File: src/rtl/sar_pkg.sv
package sar_pkg;
  function automatic int unsigned ptr_width(input int unsigned n);
    return (n > 2) ? $clog2(n) : 1;
  endfunction
endpackage

File: src/rtl/sar_seq.sv
module sar_seq #(
  parameter int unsigned N  = 8,
  parameter int unsigned PW = sar_pkg::ptr_width(N)
) (
  input  logic          clk_i,
  input  logic          rst_ni,
  input  logic          start_i,
  output logic          busy_o,
  output logic [PW-1:0] ptr_o,
  output logic          load_o,
  output logic          last_o
);
  localparam logic [PW-1:0] TOP = PW'(N - 1);

  assign load_o = start_i && !busy_o;
  assign last_o = busy_o && (ptr_o == '0);

  always_ff @(posedge clk_i or negedge rst_ni) begin
    if (!rst_ni) begin
      busy_o <= 1'b0;
      ptr_o  <= '0;
    end else if (load_o) begin
      busy_o <= 1'b1;
      ptr_o  <= TOP;
    end else if (busy_o) begin
      if (ptr_o == '0) busy_o <= 1'b0;
      else             ptr_o  <= ptr_o - 1'b1;
    end
  end

  a_r4_ptr_steps: assert property (@(posedge clk_i) disable iff (!rst_ni)
    (busy_o && ptr_o != '0) |=> (busy_o && ptr_o == $past(ptr_o) - 1'b1));
  a_r4_ends_after_lsb: assert property (@(posedge clk_i) disable iff (!rst_ni)
    (busy_o && ptr_o == '0) |=> !busy_o);
  a_r2_start_top: assert property (@(posedge clk_i) disable iff (!rst_ni)
    $rose(busy_o) |-> (ptr_o == TOP));
endmodule

File: src/rtl/sar_trial.sv
module sar_trial #(
  parameter int unsigned N  = 8,
  parameter int unsigned PW = sar_pkg::ptr_width(N)
) (
  input  logic          clk_i,
  input  logic          rst_ni,
  input  logic          load_i,
  input  logic          busy_i,
  input  logic [PW-1:0] ptr_i,
  input  logic          cmp_i,
  output logic [N-1:0]  trial_o,
  output logic [N-1:0]  final_o
);
  for (genvar i = 0; i < N; i++) begin : g_bit
    logic here, next;
    assign here = (ptr_i == PW'(i));
    if (i < N - 1) begin : g_below
      assign next = (ptr_i == PW'(i + 1));
    end else begin : g_top
      assign next = 1'b0;
    end
    always_ff @(posedge clk_i or negedge rst_ni) begin
      if (!rst_ni)                  trial_o[i] <= 1'b0;
      else if (load_i)              trial_o[i] <= (i == N - 1);
      else if (busy_i && here)      trial_o[i] <= cmp_i;
      else if (busy_i && next)      trial_o[i] <= 1'b1;
    end
  end

  // last decision lands straight in the buffer
  assign final_o = {trial_o[N-1:1], cmp_i};

  logic [N-1:0] low_mask;
  assign low_mask = (N'(1) << ptr_i) - N'(1);

  a_r3_probe_set: assert property (@(posedge clk_i) disable iff (!rst_ni)
    busy_i |-> (trial_o[ptr_i] == 1'b1));
  a_r3_low_clear: assert property (@(posedge clk_i) disable iff (!rst_ni)
    busy_i |-> ((trial_o & low_mask) == '0));
  a_r2_msb_only: assert property (@(posedge clk_i) disable iff (!rst_ni)
    $rose(busy_i) |-> (trial_o == (N'(1) << (N - 1))));
endmodule

File: src/rtl/sar_outbuf.sv
module sar_outbuf #(
  parameter int unsigned N = 8
) (
  input  logic         clk_i,
  input  logic         rst_ni,
  input  logic         last_i,
  input  logic [N-1:0] final_i,
  output logic [N-1:0] result_o,
  output logic         done_o
);
  always_ff @(posedge clk_i or negedge rst_ni) begin
    if (!rst_ni) begin
      result_o <= '0;
      done_o   <= 1'b0;
    end else begin
      done_o <= last_i;
      if (last_i) result_o <= final_i;
    end
  end

  a_r6_hold: assert property (@(posedge clk_i) disable iff (!rst_ni)
    !done_o |-> (result_o == $past(result_o)) or $rose(done_o) or !$past(rst_ni));
endmodule

File: src/rtl/sar_ctrl.sv
module sar_ctrl #(
  parameter int unsigned N = 8
) (
  input  logic         clk_i,
  input  logic         rst_ni,
  input  logic         start_i,
  input  logic         cmp_i,
  output logic [N-1:0] dac_code_o,
  output logic         busy_o,
  output logic         done_o,
  output logic [N-1:0] result_o,
  output logic         ser_bit_o,
  output logic         ser_vld_o
);
  localparam int unsigned PW = sar_pkg::ptr_width(N);

  logic [PW-1:0] ptr;
  logic          load, last;
  logic [N-1:0]  final_code;

  sar_seq #(.N(N), .PW(PW)) u_seq (
    .clk_i, .rst_ni, .start_i,
    .busy_o, .ptr_o(ptr), .load_o(load), .last_o(last)
  );

  sar_trial #(.N(N), .PW(PW)) u_trial (
    .clk_i, .rst_ni, .load_i(load), .busy_i(busy_o), .ptr_i(ptr),
    .cmp_i, .trial_o(dac_code_o), .final_o(final_code)
  );

  sar_outbuf #(.N(N)) u_buf (
    .clk_i, .rst_ni, .last_i(last), .final_i(final_code),
    .result_o, .done_o
  );

  assign ser_bit_o = busy_o & cmp_i;
  assign ser_vld_o = busy_o;

  a_r5_done_single: assert property (@(posedge clk_i) disable iff (!rst_ni)
    done_o |=> !done_o);
  a_r5_done_idle: assert property (@(posedge clk_i) disable iff (!rst_ni)
    done_o |-> !busy_o);
  a_r5_done_follows_busy: assert property (@(posedge clk_i) disable iff (!rst_ni)
    $fell(busy_o) |-> done_o);
endmodule

File: config.mk
export PLATFORM = sky130hd
export DESIGN_NAME = sar_ctrl
export DESIGN_NICKNAME = d
export VERILOG_FILES = /design/src/rtl/sar_pkg.sv /design/src/rtl/sar_seq.sv /design/src/rtl/sar_trial.sv /design/src/rtl/sar_outbuf.sv /design/src/rtl/sar_ctrl.sv
export SDC_FILE = /design/constraint.sdc
export NUM_CORES = 1
export LEC_CHECK = 0
export ABC_AREA = 1
export BUFFER_PORTS_ARGS = -buffer_cell sky130_fd_sc_hd__buf_4
export CELL_PAD_IN_SITES_DETAIL_PLACEMENT = 0
export CELL_PAD_IN_SITES_GLOBAL_PLACEMENT = 1
export CORE_ASPECT_RATIO = 2
export CORE_UTILIZATION = 42
export DETAILED_ROUTE_END_ITERATION = 8
export PLACE_DENSITY_LB_ADDON = 0.1
export SYNTH_ARGS = -nofsm -noshare
export SYNTH_HDL_FRONTEND = slang
export SYNTH_SLANG_ARGS = --single-unit
File: constraint.sdc
create_clock -name clk_i -period 3.95 [get_ports clk_i]
set_clock_uncertainty 0.05 [all_clocks]
set_input_delay 0.1975 -clock clk_i [delete_from_list [all_inputs] [get_ports clk_i]]
set_output_delay 0.1975 -clock clk_i [all_outputs]
set_load 0.05 [all_outputs]
==> summary.txt <==
Status
  – Status: complete, no violations

CTS
  – Clk_lat worst skew: 0.25 ns
  – CTS tree: done
  – # hold bufs at CTS: 1
  – CTS sink cnt: 21
  – Clock transition at the registers of the reported paths: 0.08 ns
  – Setup Fix Bufs, Post-CTS: 0
  – Clock Tree Buf Depth: 2
  – PostCTS Resize Cnt: 0
  – H-tree Lvls: 1
  – Clock Root Buffer: clkbuf_8
  – Num CTS Buffers: 3

Floorplanning
  – Starting Density: 0.449
  – Row count: 26
  – Die area: 2970 um2
  – Chip height: 76.1 um
  – IO Count: 24
  – Die Wd: 39.1 um
  – CORE AREA: 2570 um2

Yosys
  – Largest family of logic cells by synthesized area: simple AND/OR/NAND/NOR gates
  – Area leader, netlist: dfrtp_1
  – Syn_nets: 142
  – Synth Area in Adders: 0.0542
  – Simple-gate area share of the yosys netlist: 0.332
  – Mux cell area share after synthesis: 0
  – Compound-Gate Fraction of Synth Area: 0.0521
  – Synth cell types: 18
  – Cell count after synthesis: 133
  – Synth Register Bits: 21
  – Synth Area per Inst: 8.67 um2
  – Synth area leaders: dfrtp_1 (46%), nand2_1 (11%), nand3_1 (5.6%)
  – Yosys warnings: 0
  – Sequential fraction of the synthesis area: 0.456
  – Synth Area in XOR/XNOR: 0
  – Area of the mapped netlist: 1150 um2
  – Post-synth top area share: 0.456

Routing
  – DRT iter0 DRCs: 17
  – Drt total wl: 2.22 mm
  – Via Count: 893
  – DRT antenna net count: 0
  – DRT Pass-1 Iters: 4
  – DR vias/cell: 4.88
  – Drt drc: 0
  – DR WL/cell: 12.1 um

GRT
  – Met2 capacity usage during global routing: 0.300
  – GR Overflow Total: 0
  – First-pass GRT wire length: 3.84 mm
  – GR Util met1: 0.207
  – GR Util met3: 0.0175
  – Top Usage Layer GRT: met2
  – Initial antenna violation count: 0
  – Largest net degree at the start of global routing: 22
  – Gr usage total: 0.175
  – Vias in the first global route: 854

Job
  – Max cap viols: 0

Cells and area
  – Share of layout cells above drive strength 1: 0.329
  – Antenna fix cells: 0
  – Sequential cell area: 526 um2
  – # fillers: 253
  – Area growth syn-to-layout: 17.6%
  – Nets: 165
  – Multi-input logic area: 505 um2

Setup path
  – Worst EP required: 4.09 ns
  – Crit Path Max Fanout: 14
  – Crit Path Class: register to register
  – Setup crit end kind: register
  – CP startpoint kind: register
  – CP Data Arrival Time: 1.78 ns

STA
  – Max Transition Viols Final: 0
  – Worst-Margin Slew: 0.635 ns
  – Minimum clock period: 1.64 ns
  – Fin crit share: 0.416
  – Post-route setup TNS: 0 ns
  – Relative slew slack: 0.576
  – RSZ-0062 raised after global routing: false
  – Peak Freq: 0.609 GHz
  – Final setup viols: 0
  – Final Hold Vio Count: 0

Placement
  – PortBufs: 23
  – Final GP Congestion: 0.785
  – Dpl hpwl: 1.75 mm

Min path
  – Worst Hold Class: input port to register
-- layer usage --
layer | share of wire | wire, um | vias to the layer above
met2 | 0.56 | 1250 | 16
li1 | - | - | 459
met1 | 0.40 | 889 | 416
met3 | 0.028 | 62 | 2
met5 | 0 | 0 | -
met4 | 0.0077 | 17 | 0
-- area by class of cell --
cell class	count	share of cell area
multi-input cells	90	0.373
well taps	28	0.0258
repair buffers	24	0.135
clock buffers	4	0.0332
inverters	16	0.0461
flip-flops and latches	21	0.387
-- registers in the layout, summed over array words and instances (netlist names) --
signal	cells
u_seq.busy_o	1
u_buf.result_o	8
u_trial.trial_o	1
u_buf.done_o	1
u_trial.final_o	7
u_seq.ptr_o	3
-- cells in the final DEF (no fill, tap or decap), types with 3 or more instances in the layout --
cell type,synthesis,layout
buf_4,2,23
clkbuf_8,0,3
dfrtp_1,21,21
ha_1,5,5
inv_1,12,12
inv_2,3,3
nand2_1,35,35
nand2_2,10,10
nand3_1,13,13
nand3_2,5,5
nor2_1,10,10
o21ai_2,4,4
-- synthesized netlist by cell type --
library cell	count
nand2_2	10
ha_1	5
nor2_1	10
nand3_1	13
nor2_2	1
inv_2	3
buf_6	4
nand2_1	35
o21ai_2	4
o21a_1	2
buf_4	2
inv_1	12
nand3_4	1
nand3_2	5
inv_4	1
nand4_1	2
o21ai_1	2
dfrtp_1	21
-- metrics by stage --
step / hold slack [ns] / instance area [um2] / utilization / setup slack [ns] / instances
2_1_floorplan: -0.148 / 1150 / - / 2.42 / 133
3_3_place_gp: 0.0445 / 1300 / 0.506 / 2.31 / 178
3_5_place_dp: 0.0455 / 1300 / 0.506 / 2.32 / 178
4_1_cts: 0.188 / 1360 / 0.528 / 2.30 / 183
5_1_grt: 0.192 / 1360 / 0.528 / 2.17 / 183
6_report: 0.190 / 1360 / 0.528 / 2.31 / 183
-- worst max-delay path, stage by stage (launching register included) --
cell,delay (ns)
dfrtp_1,0.75
nand3_2,0.44
inv_2,0.21
nand2_1,0.06
nand2_1,0.06
-- path summary, 6_finish.rpt --
| kind | start | slack, ns | end | cells after the start |
|---|---|---|---|---|
| min | cmp_i | 0.19 | u_trial.final_o[2] | 3 |
| max in group asynchronous | rst_ni | 3.33 | u_buf.result_o[3] | 2 |
| max | u_seq.busy_o | 2.31 | u_buf.result_o[3] | 4 |
| max reg2reg | u_seq.busy_o | 2.31 | u_buf.result_o[3] | 4 |
| min in group asynchronous | rst_ni | 0.31 | u_buf.result_o[1] | 2 |
| min reg2reg | u_buf.result_o[1] | 0.45 | u_buf.result_o[1] | 2 |
-- logic make-up (layout without fill, tap and decap cells) --
group / count (synthesis) / count (layout)
AOI/OAI and AO/OA: 8 / 8
adders and majority gates: 5 / 5
buffers and inverters: 22 / 44
DFF: 21 / 21
and+or+nand+nor: 77 / 77
Power is not shown: default switching activity piles up to over one toggle a cycle in this logic, so the estimate is an artifact.
